<file path="config.mk">
export PLATFORM = sky130hd
export DESIGN_NAME = rxRingPtrMgr
export DESIGN_NICKNAME = d
export VERILOG_FILES = /design/src/rtl/rxRingPkg.sv /design/src/rtl/rxRingCtrl.sv /design/src/rtl/rxRingData.sv /design/src/rtl/rxRingPtrMgr.sv
export SDC_FILE = /design/constraint.sdc
export NUM_CORES = 1
export LEC_CHECK = 0
export ABC_AREA = 1
export BUFFER_PORTS_ARGS = -buffer_cell sky130_fd_sc_hd__clkbuf_2
export CORE_MARGIN = 4
export CORE_UTILIZATION = 30
export DETAILED_ROUTE_END_ITERATION = 8
export SLEW_MARGIN = 20
export SYNTH_ARGS = -nofsm -noshare
export SYNTH_HDL_FRONTEND = slang
export SYNTH_HIERARCHICAL = 1
export SYNTH_SLANG_ARGS = --single-unit
</file>
<file path="constraint.sdc">
create_clock -name clk -period 4.35 [get_ports clk]
set_clock_uncertainty 0.05 [all_clocks]
set_input_delay 0.6525 -clock clk [delete_from_list [all_inputs] [get_ports clk]]
set_output_delay 0.6525 -clock clk [all_outputs]
set_load 0.02 [all_outputs]
</file>
<file path="src/rtl/rxRingPkg.sv">
package rxRingPkg;

  // Pointer select codes for host writes
  localparam logic [1:0] SEL_FIRST = 2'd0;
  localparam logic [1:0] SEL_END   = 2'd1;
  localparam logic [1:0] SEL_LIMIT = 2'd2;
  localparam logic [1:0] SEL_START = 2'd3;

  typedef enum logic {
    ST_IDLE = 1'b0,
    ST_RECV = 1'b1
  } rxStateT;

  // Strobes from control to datapath
  typedef struct packed {
    logic hostWr;
    logic openPkt;
    logic incWp;
    logic commit;
    logic rollback;
    logic abort;
  } ringStrobeT;

endpackage

</file>
<file path="src/rtl/rxRingCtrl.sv">
module rxRingCtrl
  import rxRingPkg::*;
(
  input  logic       clk,
  input  logic       rstN,
  input  logic       hostWrEn,
  input  logic       pktStart,
  input  logic       byteValid,
  input  logic       pktGood,
  input  logic       pktReject,
  input  logic       crossHitsLimit,
  input  logic       startIsLimit,
  output ringStrobeT strobes,
  output logic       rxActive
);

  rxStateT state, stateNext;

  always_comb begin
    strobes   = '0;
    stateNext = state;
    unique case (state)
      ST_IDLE: begin
        if (pktStart) begin
          if (startIsLimit) begin
            strobes.abort = 1'b1;
          end else begin
            strobes.openPkt = 1'b1;
            stateNext       = ST_RECV;
          end
        end else if (hostWrEn) begin
          strobes.hostWr = 1'b1;
        end
      end
      ST_RECV: begin
        if (pktReject) begin
          strobes.rollback = 1'b1;
          stateNext        = ST_IDLE;
        end else if (pktGood) begin
          strobes.commit = 1'b1;
          stateNext      = ST_IDLE;
        end else if (byteValid) begin
          if (crossHitsLimit) begin
            strobes.abort = 1'b1;
            stateNext     = ST_IDLE;
          end else begin
            strobes.incWp = 1'b1;
          end
        end
      end
      default: stateNext = ST_IDLE;
    endcase
  end

  always_ff @(posedge clk or negedge rstN) begin
    if (!rstN) state <= ST_IDLE;
    else       state <= stateNext;
  end

  assign rxActive = (state == ST_RECV);

endmodule

</file>
<file path="src/rtl/rxRingData.sv">
module rxRingData
  import rxRingPkg::*;
#(
  parameter int PAGE_W = 8,
  parameter int OFFS_W = 8,
  parameter logic [PAGE_W-1:0] RST_FIRST = 8'h40,
  parameter logic [PAGE_W-1:0] RST_END   = 8'h80,
  parameter logic [PAGE_W-1:0] RST_LIMIT = 8'h40,
  parameter logic [PAGE_W-1:0] RST_START = 8'h41,
  localparam int ADDR_W = PAGE_W + OFFS_W
) (
  input  logic              clk,
  input  logic              rstN,
  input  ringStrobeT        strobes,
  input  logic [1:0]        hostWrSel,
  input  logic [PAGE_W-1:0] hostWrData,
  output logic              crossHitsLimit,
  output logic              startIsLimit,
  output logic [ADDR_W-1:0] wrAddr,
  output logic              overflowAbort,
  output logic [PAGE_W-1:0] curPage
);

  logic [PAGE_W-1:0] firstPg, endPg, limitPg, startPg;
  logic [PAGE_W-1:0] wpPage;
  logic [OFFS_W-1:0] wpOff;
  logic              abortQ;

  logic [PAGE_W-1:0] wpPageNext;
  logic [PAGE_W-1:0] commitPage;
  logic              lastByte;

  function automatic logic [PAGE_W-1:0] stepPage(input logic [PAGE_W-1:0] p,
                                                 input logic [PAGE_W-1:0] ringEnd,
                                                 input logic [PAGE_W-1:0] ringFirst);
    logic [PAGE_W-1:0] inc;
    inc = p + {{(PAGE_W-1){1'b0}}, 1'b1};
    return (inc == ringEnd) ? ringFirst : inc;
  endfunction

  assign lastByte       = &wpOff;
  assign wpPageNext     = stepPage(wpPage, endPg, firstPg);
  assign crossHitsLimit = lastByte && (wpPageNext == limitPg);
  assign startIsLimit   = (startPg == limitPg);
  assign commitPage     = (wpOff == '0) ? wpPage : wpPageNext;

  always_ff @(posedge clk or negedge rstN) begin
    if (!rstN) begin
      firstPg <= RST_FIRST;
      endPg   <= RST_END;
      limitPg <= RST_LIMIT;
      startPg <= RST_START;
      wpPage  <= RST_START;
      wpOff   <= '0;
      abortQ  <= 1'b0;
    end else begin
      abortQ <= strobes.abort;
      if (strobes.hostWr) begin
        unique case (hostWrSel)
          SEL_FIRST: firstPg <= hostWrData;
          SEL_END:   endPg   <= hostWrData;
          SEL_LIMIT: limitPg <= hostWrData;
          default: begin
            startPg <= hostWrData;
            wpPage  <= hostWrData;
            wpOff   <= '0;
          end
        endcase
      end
      if (strobes.openPkt || strobes.rollback || strobes.abort) begin
        wpPage <= startPg;
        wpOff  <= '0;
      end
      if (strobes.incWp) begin
        if (lastByte) wpPage <= wpPageNext;
        wpOff <= wpOff + {{(OFFS_W-1){1'b0}}, 1'b1};
      end
      if (strobes.commit) begin
        startPg <= commitPage;
        wpPage  <= commitPage;
        wpOff   <= '0;
      end
    end
  end

  assign wrAddr        = {wpPage, wpOff};
  assign overflowAbort = abortQ;
  assign curPage       = startPg;

endmodule

</file>
<file path="src/rtl/rxRingPtrMgr.sv">
module rxRingPtrMgr
  import rxRingPkg::*;
#(
  parameter int PAGE_W = 8,
  parameter int OFFS_W = 8,
  localparam int ADDR_W = PAGE_W + OFFS_W
) (
  input  logic              clk,
  input  logic              rstN,
  input  logic              hostWrEn,
  input  logic [1:0]        hostWrSel,
  input  logic [PAGE_W-1:0] hostWrData,
  input  logic              pktStart,
  input  logic              byteValid,
  input  logic              pktGood,
  input  logic              pktReject,
  output logic [ADDR_W-1:0] wrAddr,
  output logic              overflowAbort,
  output logic [PAGE_W-1:0] curPage
);

  ringStrobeT strobes;
  logic       rxActive;
  logic       crossHitsLimit;
  logic       startIsLimit;

  rxRingCtrl ctrl_i (
    .clk           (clk),
    .rstN          (rstN),
    .hostWrEn      (hostWrEn),
    .pktStart      (pktStart),
    .byteValid     (byteValid),
    .pktGood       (pktGood),
    .pktReject     (pktReject),
    .crossHitsLimit(crossHitsLimit),
    .startIsLimit  (startIsLimit),
    .strobes       (strobes),
    .rxActive      (rxActive)
  );

  rxRingData #(.PAGE_W(PAGE_W), .OFFS_W(OFFS_W)) data_i (
    .clk           (clk),
    .rstN          (rstN),
    .strobes       (strobes),
    .hostWrSel     (hostWrSel),
    .hostWrData    (hostWrData),
    .crossHitsLimit(crossHitsLimit),
    .startIsLimit  (startIsLimit),
    .wrAddr        (wrAddr),
    .overflowAbort (overflowAbort),
    .curPage       (curPage)
  );

endmodule

</file>
==> results.cfg, run 1 <==
[pwr]
p_int_uw = 1107
post-layout-total-power_uw = 2129
switching_power_uw = 1022
power.share.switching = 0.4802
power_frac_seq = 0.378
power.share.clock = 0.134
pwr-share-comb = 0.487
total_leakage_power_uw = 0.001880
p_per_cell_area_mw_per_mm2 = 565.5
ir_drop_mv = 0.1911

[drt]
detailroute.via_count = 3303
routed_wl_um = 9786
drcViolationCount = 0
detailedRoute.firstPassIterationCount = 5
met1Wirelength_um = 4439
met2WireLength_um = 4794
first_iter_violations = 218
detail-route-antenna-nets = 0
vias_per_std_cell = 4.974
routed.top_layer = met4
post_drt_wl_per_cell_um = 14.74
met3WireLength_um = 348

[cells_and_area]
flow.area_growth_from_synthesis_pct = 13.50
utilization = 0.3473
drive_gt1_frac = 0.1622
design.final.nets = 543
antenna_cells = 0
postLayoutCellArea_mm2 = 0.003765
final_cells = 664
num-fill-cells = 1217

[synthesis]
synth_seq_area_share = 0.3799
synthesis.instances = 483
yosys.cell_types.count = 32
synth_edf_count = 0
yosys.area.top_type = dfrtp_1
synth_area_mm2 = 0.003317
synthesis.nets = 503
ys_async_sr_fraction = 1.000
post-synth-top-area-fraction = 0.3244
ys_ff_latch = 50
synth_area_leaders = dfrtp_1, nand2_1, o21ai_0, inv_1, nand3_1
main_synth_ff_type = dfrtp_1
synthesis.yosys.warnings = 6
synth.avg_cell_area_um2 = 6.867

[global_routing]
grt_pass1_wl_um = 16210
pin_count_of_the_biggest_net_entering_global_routing = 51
gr-usage-all-layers = 0.1580
grt_overflow = 0
via_count_of_the_first_global_routing_pass = 3265
grt_antenna_before_repair = 0

[floorplanning]
die_w_um = 113.2
fp.dieArea_mm2 = 0.01280
initial_utilization = 0.3060
core-area_mm2 = 0.01084
boundaryPins = 42
die_h_um = 113.2
rows = 38

[clock_network]
cts_post_setup_buffers_inserted = 0
cts_hold_buf = 0
clock_tree.buffer_depth = 2
worstSkewPairLatency_ns = 0.32
maximum_level_of_the_cts_h_tree = 2
cts_inserted_buffers = 5
root_buffer = clkbuf_8
numClockSinks = 50
clk_transition_reported_paths_ns = 0.11
tritoncts = done
cts_resized = 0

[sta]
finalSetupTns_ns = 0
total_setup_violations_reported_at_the_end_of_the_flow = 0
slew_violations = 0
worstMarginPinSlew_ns = 1.016
finalHoldViolCount = 0
slew_headroom = 0.3172
max_freq_mhz = 255.2
rsz0062_at_grt = no
final_period_demand_of_the_worst_path_ns = 3.919
fin_crit_sh = 0.9009

[critical_path]
worst-setup-path-type = flip-flop to flip-flop
worstPathMaxFanout = 16
cpMaxStageDelayCell = dfstp_2
cp_data_arrival_time_ns = 4.12
critPathLaunchType = flip-flop
worst_setup_path_end_kind = flip-flop
setup_slack_reg_to_reg_ns = 0.43
crit_path_frequent_cell = nand2_1
rr_worst_depth = 24
crit_chain = ha_1 -> nand2_2 -> nor2_1 -> nand2_1 -> nand3_1 -> nand2_1 -> nor2_2 -> nand3_4 -> inv_2 -> nand2_1 -> nand3_1 -> nand2_1 -> nor2_1 -> nand3_1 -> nor2_1 -> nand2_1 -> inv_1 -> nand3_1 -> nand2_1 -> nor3_1 -> buf_4 -> nand3_1 -> a41oi_1 -> a21oi_1
cp_data_required_time_ns = 4.55
crit_path_max_incr_delay_ns = 0.63

[place]
io_buffer_count = 41
place_inst = 656
dp_hpwl_um = 7364
gp_congestion = 0.9163
placement.cell_area_mm2 = 0.003671

[job]
max_cap_violations = 0

[min_path]
worst_hold_path_type = input port to async pin

[outcome]
outcome = finished clean
## power groups by stage
stage | Clock [uW] | Sequential, uW | Combinational (uW)
finish | 286 | 805 | 1040
global route | 319 | 833 | 1180
CTS | 299 | 805 | 1040
floorplan | 0 | 850 | 678
detailed placement | 0 | 814 | 1030
global placement | 0 | 810 | 1020
## layout by cell type, fill, tap and decap left out, types with 4 or more instances in the layout
| cell | instances |
|---|---|
| nand2_2 | 8 |
| a21oi_1 | 20 |
| clkbuf_2 | 41 |
| o21ai_1 | 5 |
| nand3_1 | 41 |
| nor2_1 | 23 |
| nor2_2 | 6 |
| xor2_1 | 5 |
| dfstp_2 | 7 |
| nor3_1 | 5 |
| o21ai_0 | 53 |
| o211ai_1 | 10 |
| nand3b_1 | 7 |
| clkbuf_8 | 5 |
| nand2_1 | 139 |
| dfrtp_1 | 43 |
| inv_1 | 70 |
| nand3_2 | 4 |
## flip-flops by register name, indices dropped and copies added, names as in the netlist
name / count
data_i/wpOff: 8
data_i/limitPg: 8
data_i/endPg: 8
data_i/overflowAbort: 1
data_i/wpPage: 8
data_i/curPage: 8
data_i/firstPg: 8
ctrl_i/rxActive: 1
## cell type report
class                      count  area (um2)  share of cell area
clock inverter                 3       25.02            0.006647
sequential                    50        1260              0.3347
multi-input combinational    349        1734              0.4606
clock buffer                   5       68.82             0.01828
inverter                      73       274.0             0.07278
tap                          140       175.2             0.04653
timing repair buffer          44       227.7             0.06049
## worst paths after layout
path	from	to
hold reg to reg	data_i/endPg[3]$_DFFE_PN0P_	data_i/endPg[3]$_DFFE_PN0P_
hold / removal	rstN	data_i/wpPage[3]$_DFF_PN0_
max in group asynchronous	rstN	data_i/overflowAbort$_DFF_PN0_
setup reg to reg	data_i/wpPage[0]$_DFF_PN1_	data_i/wpOff[3]$_DFFE_PN0P_
setup / recovery	data_i/wpPage[0]$_DFF_PN1_	data_i/wpOff[3]$_DFFE_PN0P_
min in group clk	data_i/endPg[3]$_DFFE_PN0P_	data_i/endPg[3]$_DFFE_PN0P_
## per-stage QoR
| step | hold slack [ns] | worst slack, ns |
|---|---|---|
| floorplan | 0.3069 | 0.9446 |
| detailed placement | 0.4288 | 0.4486 |
| global placement | 0.4232 | 0.5454 |
| CTS | 0.4121 | 0.4326 |
| finish | 0.3898 | 0.4313 |
| global route | 0.4565 | 0.04400 |
## Yosys cell counts (6+ instances only)
| master | instances |
|---|---|
| a21oi_1 | 20 |
| clkbuf_1 | 10 |
| dfrtp_1 | 43 |
| dfstp_2 | 7 |
| inv_1 | 70 |
| nand2_1 | 139 |
| nand2_2 | 8 |
| nand3_1 | 41 |
| nand3b_1 | 7 |
| nor2_1 | 23 |
| nor2_2 | 6 |
| o211ai_1 | 10 |
| o21ai_0 | 53 |
## routing by layer
layer | vias to the layer above | track usage
met4 | 0 | 0.06090
met3 | 16 | 0.01711
li1 | 1644 | -
met1 | 1556 | 0.2052
met2 | 87 | 0.2697
met5 | - | 0
## critical path: cells and delay by family (launching register included)
kind	cells	cell delay [ns]
compound gates	2	0.37
flops	1	0.63
buf+inv	3	0.43
fa+ha+maj	1	0.24
simple gates	18	2.15
## logic make-up after synthesis
family	share of synthesized area
buffers and inverters	0.09732
AO/OA/AOI/OAI	0.1581
adder cells (fa/ha/maj)	0.01132
flip-flops	0.3799
XOR/XNOR	0.02112
AND/OR/NAND/NOR	0.3323
Power figures use the tool's default switching activity.
==> run 2, diff against run 1 <==
--- a/config.mk
+++ b/config.mk
@@ -5,7 +5,6 @@
 export SDC_FILE = /design/constraint.sdc
 export NUM_CORES = 1
 export LEC_CHECK = 0
-export ABC_AREA = 1
 export BUFFER_PORTS_ARGS = -buffer_cell sky130_fd_sc_hd__clkbuf_2
 export CORE_MARGIN = 4
 export CORE_UTILIZATION = 30
==> run 2 against run 1 <==
Compared with the run above:
- non-clock buffer count did not move
- clock power down 2%
- wire length shrank 22%
- critical path type unchanged
- largest cell class unchanged
==> results.cfg, run 2 <==
[floorplanning]
initial_utilization = 0.3062
fp.dieArea_mm2 = 0.01154
boundaryPins = 42
die_h_um = 107.4
core-area_mm2 = 0.009684
rows = 36
die_w_um = 107.4

[sta]
slew_violations = 0
fin_crit_sh = 0.9373
rsz0062_at_grt = no
slew_headroom = 0.5179
max_freq_mhz = 245.3
final_period_demand_of_the_worst_path_ns = 4.077
finalHoldViolCount = 0
finalSetupTns_ns = 0
worstMarginPinSlew_ns = 0.7212
total_setup_violations_reported_at_the_end_of_the_flow = 0

[clock_network]
cts_post_setup_buffers_inserted = 0
clk_transition_reported_paths_ns = 0.10
numClockSinks = 50
cts_inserted_buffers = 5
worstSkewPairLatency_ns = 0.31
maximum_level_of_the_cts_h_tree = 2
root_buffer = clkbuf_8
clock_tree.buffer_depth = 2
tritoncts = done

[synthesis]
synth.avg_cell_area_um2 = 10.02
synthMostInstantiatedCell = dfrtp_1
synth_area_leaders = dfrtp_1, mux2_2, dfstp_2, xnor2_1, nand2_1
synth_edf_count = 0
synthesis.nets = 316
post-synth-top-area-fraction = 0.3629
main_synth_ff_type = dfrtp_1
synth_area_mm2 = 0.002965
yosys.cell_types.count = 46
synthesis.instances = 296
synthesis.yosys.warnings = 6
top_cells_by_count_synth = dfrtp_1, nand2_1, mux2_2
ys_ff_latch = 50
ys_async_sr_fraction = 1.000
yosys.area.top_type = dfrtp_1
synth_seq_area_share = 0.4249

[drt]
vias_per_std_cell = 5.177
detailedRoute.firstPassIterationCount = 4
first_iter_violations = 193
routed_wl_um = 7668
post_drt_wl_per_cell_um = 16.31
detailroute.via_count = 2433
drcViolationCount = 0
detail-route-antenna-nets = 0

[critical_path]
cp_data_arrival_time_ns = 4.22
worst-setup-path-type = flip-flop to flip-flop
cp_data_required_time_ns = 4.50
worst_setup_path_end_kind = flip-flop
worstPathMaxFanout = 17
critPathLaunchType = flip-flop

[place]
place_inst = 462
gp_congestion = 0.8407
dp_hpwl_um = 5632
io_buffer_count = 41

[outcome]
outcome = finished clean

[cells_and_area]
drive_gt1_frac = 0.2878
design.final.nets = 356
flow.area_growth_from_synthesis_pct = 15.53
final_common_cell = dfrtp_1
final_cells = 470
layout.cells.most_common_list = dfrtp_1, clkbuf_2, nand2_1
antenna_cells = 0

[pwr]
total_leakage_power_uw = 0.001479
ir_drop_mv = 0.1713
p_per_cell_area_mw_per_mm2 = 604.3

[global_routing]
grt_use_met3 = 0.02939
grt_most_used_layer = met2
groute.layer.met1.usage = 0.1852
gr-usage-all-layers = 0.1372
grtUsageMet2 = 0.2176
pin_count_of_the_biggest_net_entering_global_routing = 35
grt_antenna_before_repair = 0
grt_pass1_wl_um = 12370
via_count_of_the_first_global_routing_pass = 2298
grt_overflow = 0

[min_path]
worst_hold_path_type = input port to async pin

[job]
max_cap_violations = 0
[run 2: final timing paths]
kind                            cells after the start                     startpoint  slack [ns]                             to
worst max register to register                     17     data_i/wpPage[0]$_DFF_PN1_        0.27    data_i/wpOff[5]$_DFFE_PN0P_
worst min-delay path                                1                           rstN        0.31    data_i/wpOff[7]$_DFFE_PN0P_
worst min register to register                      1  data_i/firstPg[1]$_DFFE_PN0P_        0.47  data_i/firstPg[1]$_DFFE_PN0P_
min in group clk                                    1  data_i/firstPg[1]$_DFFE_PN0P_        0.47  data_i/firstPg[1]$_DFFE_PN0P_
max in group asynchronous                           2                           rstN        3.09  data_i/curPage[0]$_DFFE_PN1P_
worst max-delay path                               17     data_i/wpPage[0]$_DFF_PN1_        0.27    data_i/wpOff[5]$_DFFE_PN0P_
[run 2: layout make-up]
cell class / instances / area [um2]
clock inverter: 3 / 23.77
fill: 977 / 6259
inverter: 6 / 22.52
multi-input combinational: 229 / 1657
sequential: 50 / 1260
tap: 133 / 166.4
timing repair buffer: 44 / 227.7
clock buffer: 5 / 68.82
[run 2: layer usage]
| layer | vias to the layer above | share of wire |
|---|---|---|
| met5 | - | 0 |
| met4 | 0 | 0.025 |
| met3 | 19 | 0.052 |
| met2 | 71 | 0.48 |
| met1 | 1190 | 0.45 |
| li1 | 1153 | - |
[run 2: kinds of logic after synthesis]
family	Yosys count	synth area share
AOI/OAI and AO/OA	66	0.1346
xor gates and xnor gates	33	0.1156
adders and majority gates	3	0.01266
buffers and inverters	17	0.02194
DFF	50	0.4249
muxes	33	0.1215
and+or+nand+nor	94	0.1688
[run 2: worst max-delay path, stage by stage, from the launching register on]
cell and delay, ns:
dfstp_2 0.63, ha_1 0.23, and3_2 0.22, xnor3_4 0.30
and4_2 0.24, nand4_4 0.15, mux2_2 0.40, xor2_1 0.15
nor4_1 0.26, and3_1 0.26, nand2_1 0.07, o22ai_1 0.23
nor3_2 0.06, buf_4 0.20, nand2_1 0.12, nor3_4 0.09
o21ai_0 0.20, o21ai_0 0.11
[run 2: power breakdown]
group | internal (uW) | leakage (uW) | switching, uW | total [uW]
clock network | 115 | 0.0000408 | 165 | 281
registers | 619 | 0.000599 | 191 | 810
logic | 468 | 0.000839 | 511 | 979
[run 2: through the flow]
step / setup slack (ns) / utilization / hold WS, ns / instance area [um2] / power (uW)
global route: 0.07883 / 0.3537 / 0.3618 / 3426 / 2225
floorplan: 0.3990 / - / 0.3069 / 2965 / 1524
global placement: 0.2456 / 0.3430 / 0.4617 / 3322 / 1784
CTS: 0.07353 / 0.3526 / 0.3486 / 3415 / 2081
finish: 0.2727 / 0.3537 / 0.3106 / 3426 / 2070
detailed placement: 0.1131 / 0.3430 / 0.4556 / 3322 / 1791
[run 2: what timing repair did]
item,4_1_cts,5_1_grt
gates resized for setup,0,2
endpoints found under the setup margin,0,8
hold endpoints to repair,0,0
hold buffers,0,0
==> run 3, diff against run 2 <==
--- a/config.mk
+++ b/config.mk
@@ -5,10 +5,10 @@
 export SDC_FILE = /design/constraint.sdc
 export NUM_CORES = 1
 export LEC_CHECK = 0
-export BUFFER_PORTS_ARGS = -buffer_cell sky130_fd_sc_hd__clkbuf_2
 export CORE_MARGIN = 4
 export CORE_UTILIZATION = 30
 export DETAILED_ROUTE_END_ITERATION = 8
+export DONT_BUFFER_PORTS = 1
 export SLEW_MARGIN = 20
 export SYNTH_ARGS = -nofsm -noshare
 export SYNTH_HDL_FRONTEND = slang
==> constraint.sdc (replaced) <==
create_clock -name clk -period 4.75 [get_ports clk]
set_clock_uncertainty 0.05 [all_clocks]
set_input_delay 0.7125 -clock clk [delete_from_list [all_inputs] [get_ports clk]]
set_output_delay 0.7125 -clock clk [all_outputs]
set_load 0.02 [all_outputs]
==> run 3 against run 2 <==
Compared with the run above:
- worst setup slack improved by 0.31 ns
- non-clock buffer count decreased by 41
- global-route usage decreased by 0.30 points
- flip-flop and latch count unchanged
- clock power decreased by 1%
==> results.cfg, run 3 (synthesized netlist as in run 2, its figures left out) <==
[clock_network]
maximum_level_of_the_cts_h_tree = 2
tritoncts = done
cts_inserted_buffers = 5
clk_transition_reported_paths_ns = 0.09
cts_post_setup_buffers_inserted = 0
cts_resized = 0
cts_hold_buf = 0
worstSkewPairLatency_ns = 0.30
numClockSinks = 50
clock_tree.buffer_depth = 2
root_buffer = clkbuf_8

[place]
io_buffer_count = 0
gp_congestion = 0.7836
dp_hpwl_um = 5446
placement.cell_area_mm2 = 0.003117

[floorplanning]
fp.dieArea_mm2 = 0.01154
core-area_mm2 = 0.009684
die_w_um = 107.4
rows = 36
die_h_um = 107.4
boundaryPins = 42
initial_utilization = 0.3062

[global_routing]
grt_overflow = 0
grt_antenna_before_repair = 0
grt_pass1_wl_um = 12210
pin_count_of_the_biggest_net_entering_global_routing = 51
via_count_of_the_first_global_routing_pass = 2276
gr-usage-all-layers = 0.1342

[drt]
detail-route-antenna-nets = 0
first_iter_violations = 173
detailroute.via_count = 2256
drcViolationCount = 0
post_drt_wl_per_cell_um = 17.70
detailedRoute.firstPassIterationCount = 5
vias_per_std_cell = 5.259
routed_wl_um = 7592

[critical_path]
cp_data_required_time_ns = 4.87
crit_path_max_incr_delay_ns = 0.69
cpMaxStageDelayCell = dfstp_2
cp_data_arrival_time_ns = 4.29
worst-setup-path-type = flip-flop to flip-flop
critPathLaunchType = flip-flop
worstPathMaxFanout = 17
worst_setup_path_end_kind = flip-flop
setup_slack_reg_to_reg_ns = 0.58
crit_chain = ha_1 -> and3_2 -> xnor3_4 -> and4_2 -> nand4_4 -> mux2_2 -> xor2_1 -> nor4_1 -> and3_1 -> nand2_1 -> o22ai_1 -> nor3_2 -> buf_4 -> nand2_1 -> nor3_2 -> o21ai_0 -> o21ai_0

[sta]
slew_violations = 0
rsz0062_at_grt = no
worstMarginPinSlew_ns = 0.8228
max_freq_mhz = 239.9
final_period_demand_of_the_worst_path_ns = 4.169
finalHoldViolCount = 0
finalSetupTns_ns = 0
fin_crit_sh = 0.8776
total_setup_violations_reported_at_the_end_of_the_flow = 0
slew_headroom = 0.4499

[pwr]
switching_power_uw = 767.4
total_leakage_power_uw = 0.001320
p_per_cell_area_mw_per_mm2 = 575.4
power_frac_seq = 0.439
p_int_uw = 1089
power.share.clock = 0.149
pwr-share-comb = 0.412
power.share.switching = 0.4133
ir_drop_mv = 0.1651

[cells_and_area]
utilization = 0.3332
antenna_cells = 0
regArea_mm2 = 0.001260
postLayoutCellArea_mm2 = 0.003227
layout.cells.most_common_list = dfrtp_1, nand2_1, mux2_2
drive_gt1_frac = 0.1892
num-fill-cells = 994
design.final.nets = 315
multi_input_comb_area_mm2 = 0.001650
flow.area_growth_from_synthesis_pct = 8.818
final_common_cell = dfrtp_1

[job]
max_cap_violations = 0

[min_path]
worst_hold_path_type = input port to async pin

[outcome]
outcome = finished clean
run 3: cell types whose count changed in the layout (fill, tap and decap cells not counted):
| cell | delta |
|---|---|
| clkbuf_2 | -41 |
| clkbuf_8 | +2 |
| clkinv_4 | +1 |
| clkinvlp_4 | -2 |
| inv_6 | -1 |
| nor3_2 | +1 |
| nor3_4 | -1 |
run 3: per-layer routing:
metal / GRT usage / up-vias / part of all wire
li1: - / 1064 / -
met1: 0.1725 / 1117 / 0.42
met2: 0.2207 / 65 / 0.49
met3: 0.03359 / 10 / 0.074
met4: 0.04418 / 0 / 0.016
met5: 0 / - / 0
run 3: final timing paths:
| kind | startpoint | to | depth (start not counted) |
|---|---|---|---|
| setup / recovery | data_i/wpPage[0]$_DFF_PN1_ | data_i/wpOff[5]$_DFFE_PN0P_ | 17 |
| hold / removal | rstN | data_i/wpOff[1]$_DFFE_PN0P_ | 0 |
| setup reg to reg | data_i/wpPage[0]$_DFF_PN1_ | data_i/wpOff[5]$_DFFE_PN0P_ | 17 |
| hold reg to reg | data_i/firstPg[4]$_DFFE_PN0P_ | data_i/firstPg[4]$_DFFE_PN0P_ | 1 |
| max in group asynchronous | rstN | data_i/curPage[6]$_DFFE_PN1P_ | 0 |
| min in group clk | data_i/firstPg[4]$_DFFE_PN0P_ | data_i/firstPg[4]$_DFFE_PN0P_ | 1 |
run 3: power by group through the flow:
stage | registers [uW] | logic, uW | clock network (uW)
6_report | 815 | 764 | 277
3_3_place_gp | 822 | 752 | 0
3_5_place_dp | 824 | 760 | 0
2_1_floorplan | 774 | 622 | 0
5_1_grt | 836 | 841 | 307
4_1_cts | 816 | 764 | 291
run 3: metrics by stage:
stage | worst slack [ns] | hold WS, ns | std cells | power (uW)
after floorplan | 0.7990 | 0.3669 | 296 | 1396
after global placement | 0.5744 | 0.3681 | 421 | 1574
after detailed placement | 0.3747 | 0.3678 | 421 | 1584
after CTS | 0.3667 | 0.02930 | 429 | 1871
after global routing | 0.2133 | 0.01592 | 429 | 1983
final | 0.5814 | 0.04499 | 429 | 1857
run 3: layout make-up:
type / count / area share
inverter: 6 / 0.006979
clock buffer: 7 / 0.02986
tap: 133 / 0.05157
multi-input combinational: 229 / 0.5114
timing repair buffer: 3 / 0.006979
sequential: 50 / 0.3905
clock inverter: 1 / 0.002714
run 3: critical path: cells and delay by family, from the launching register on:
family	cells	cell delay, ns
AO/OA/AOI/OAI	3	0.52
XOR/XNOR	2	0.45
adder cells (fa/ha/maj)	1	0.25
buffers and inverters	1	0.21
multiplexers	1	0.40
flip-flops	1	0.69
AND/OR/NAND/NOR	9	1.50
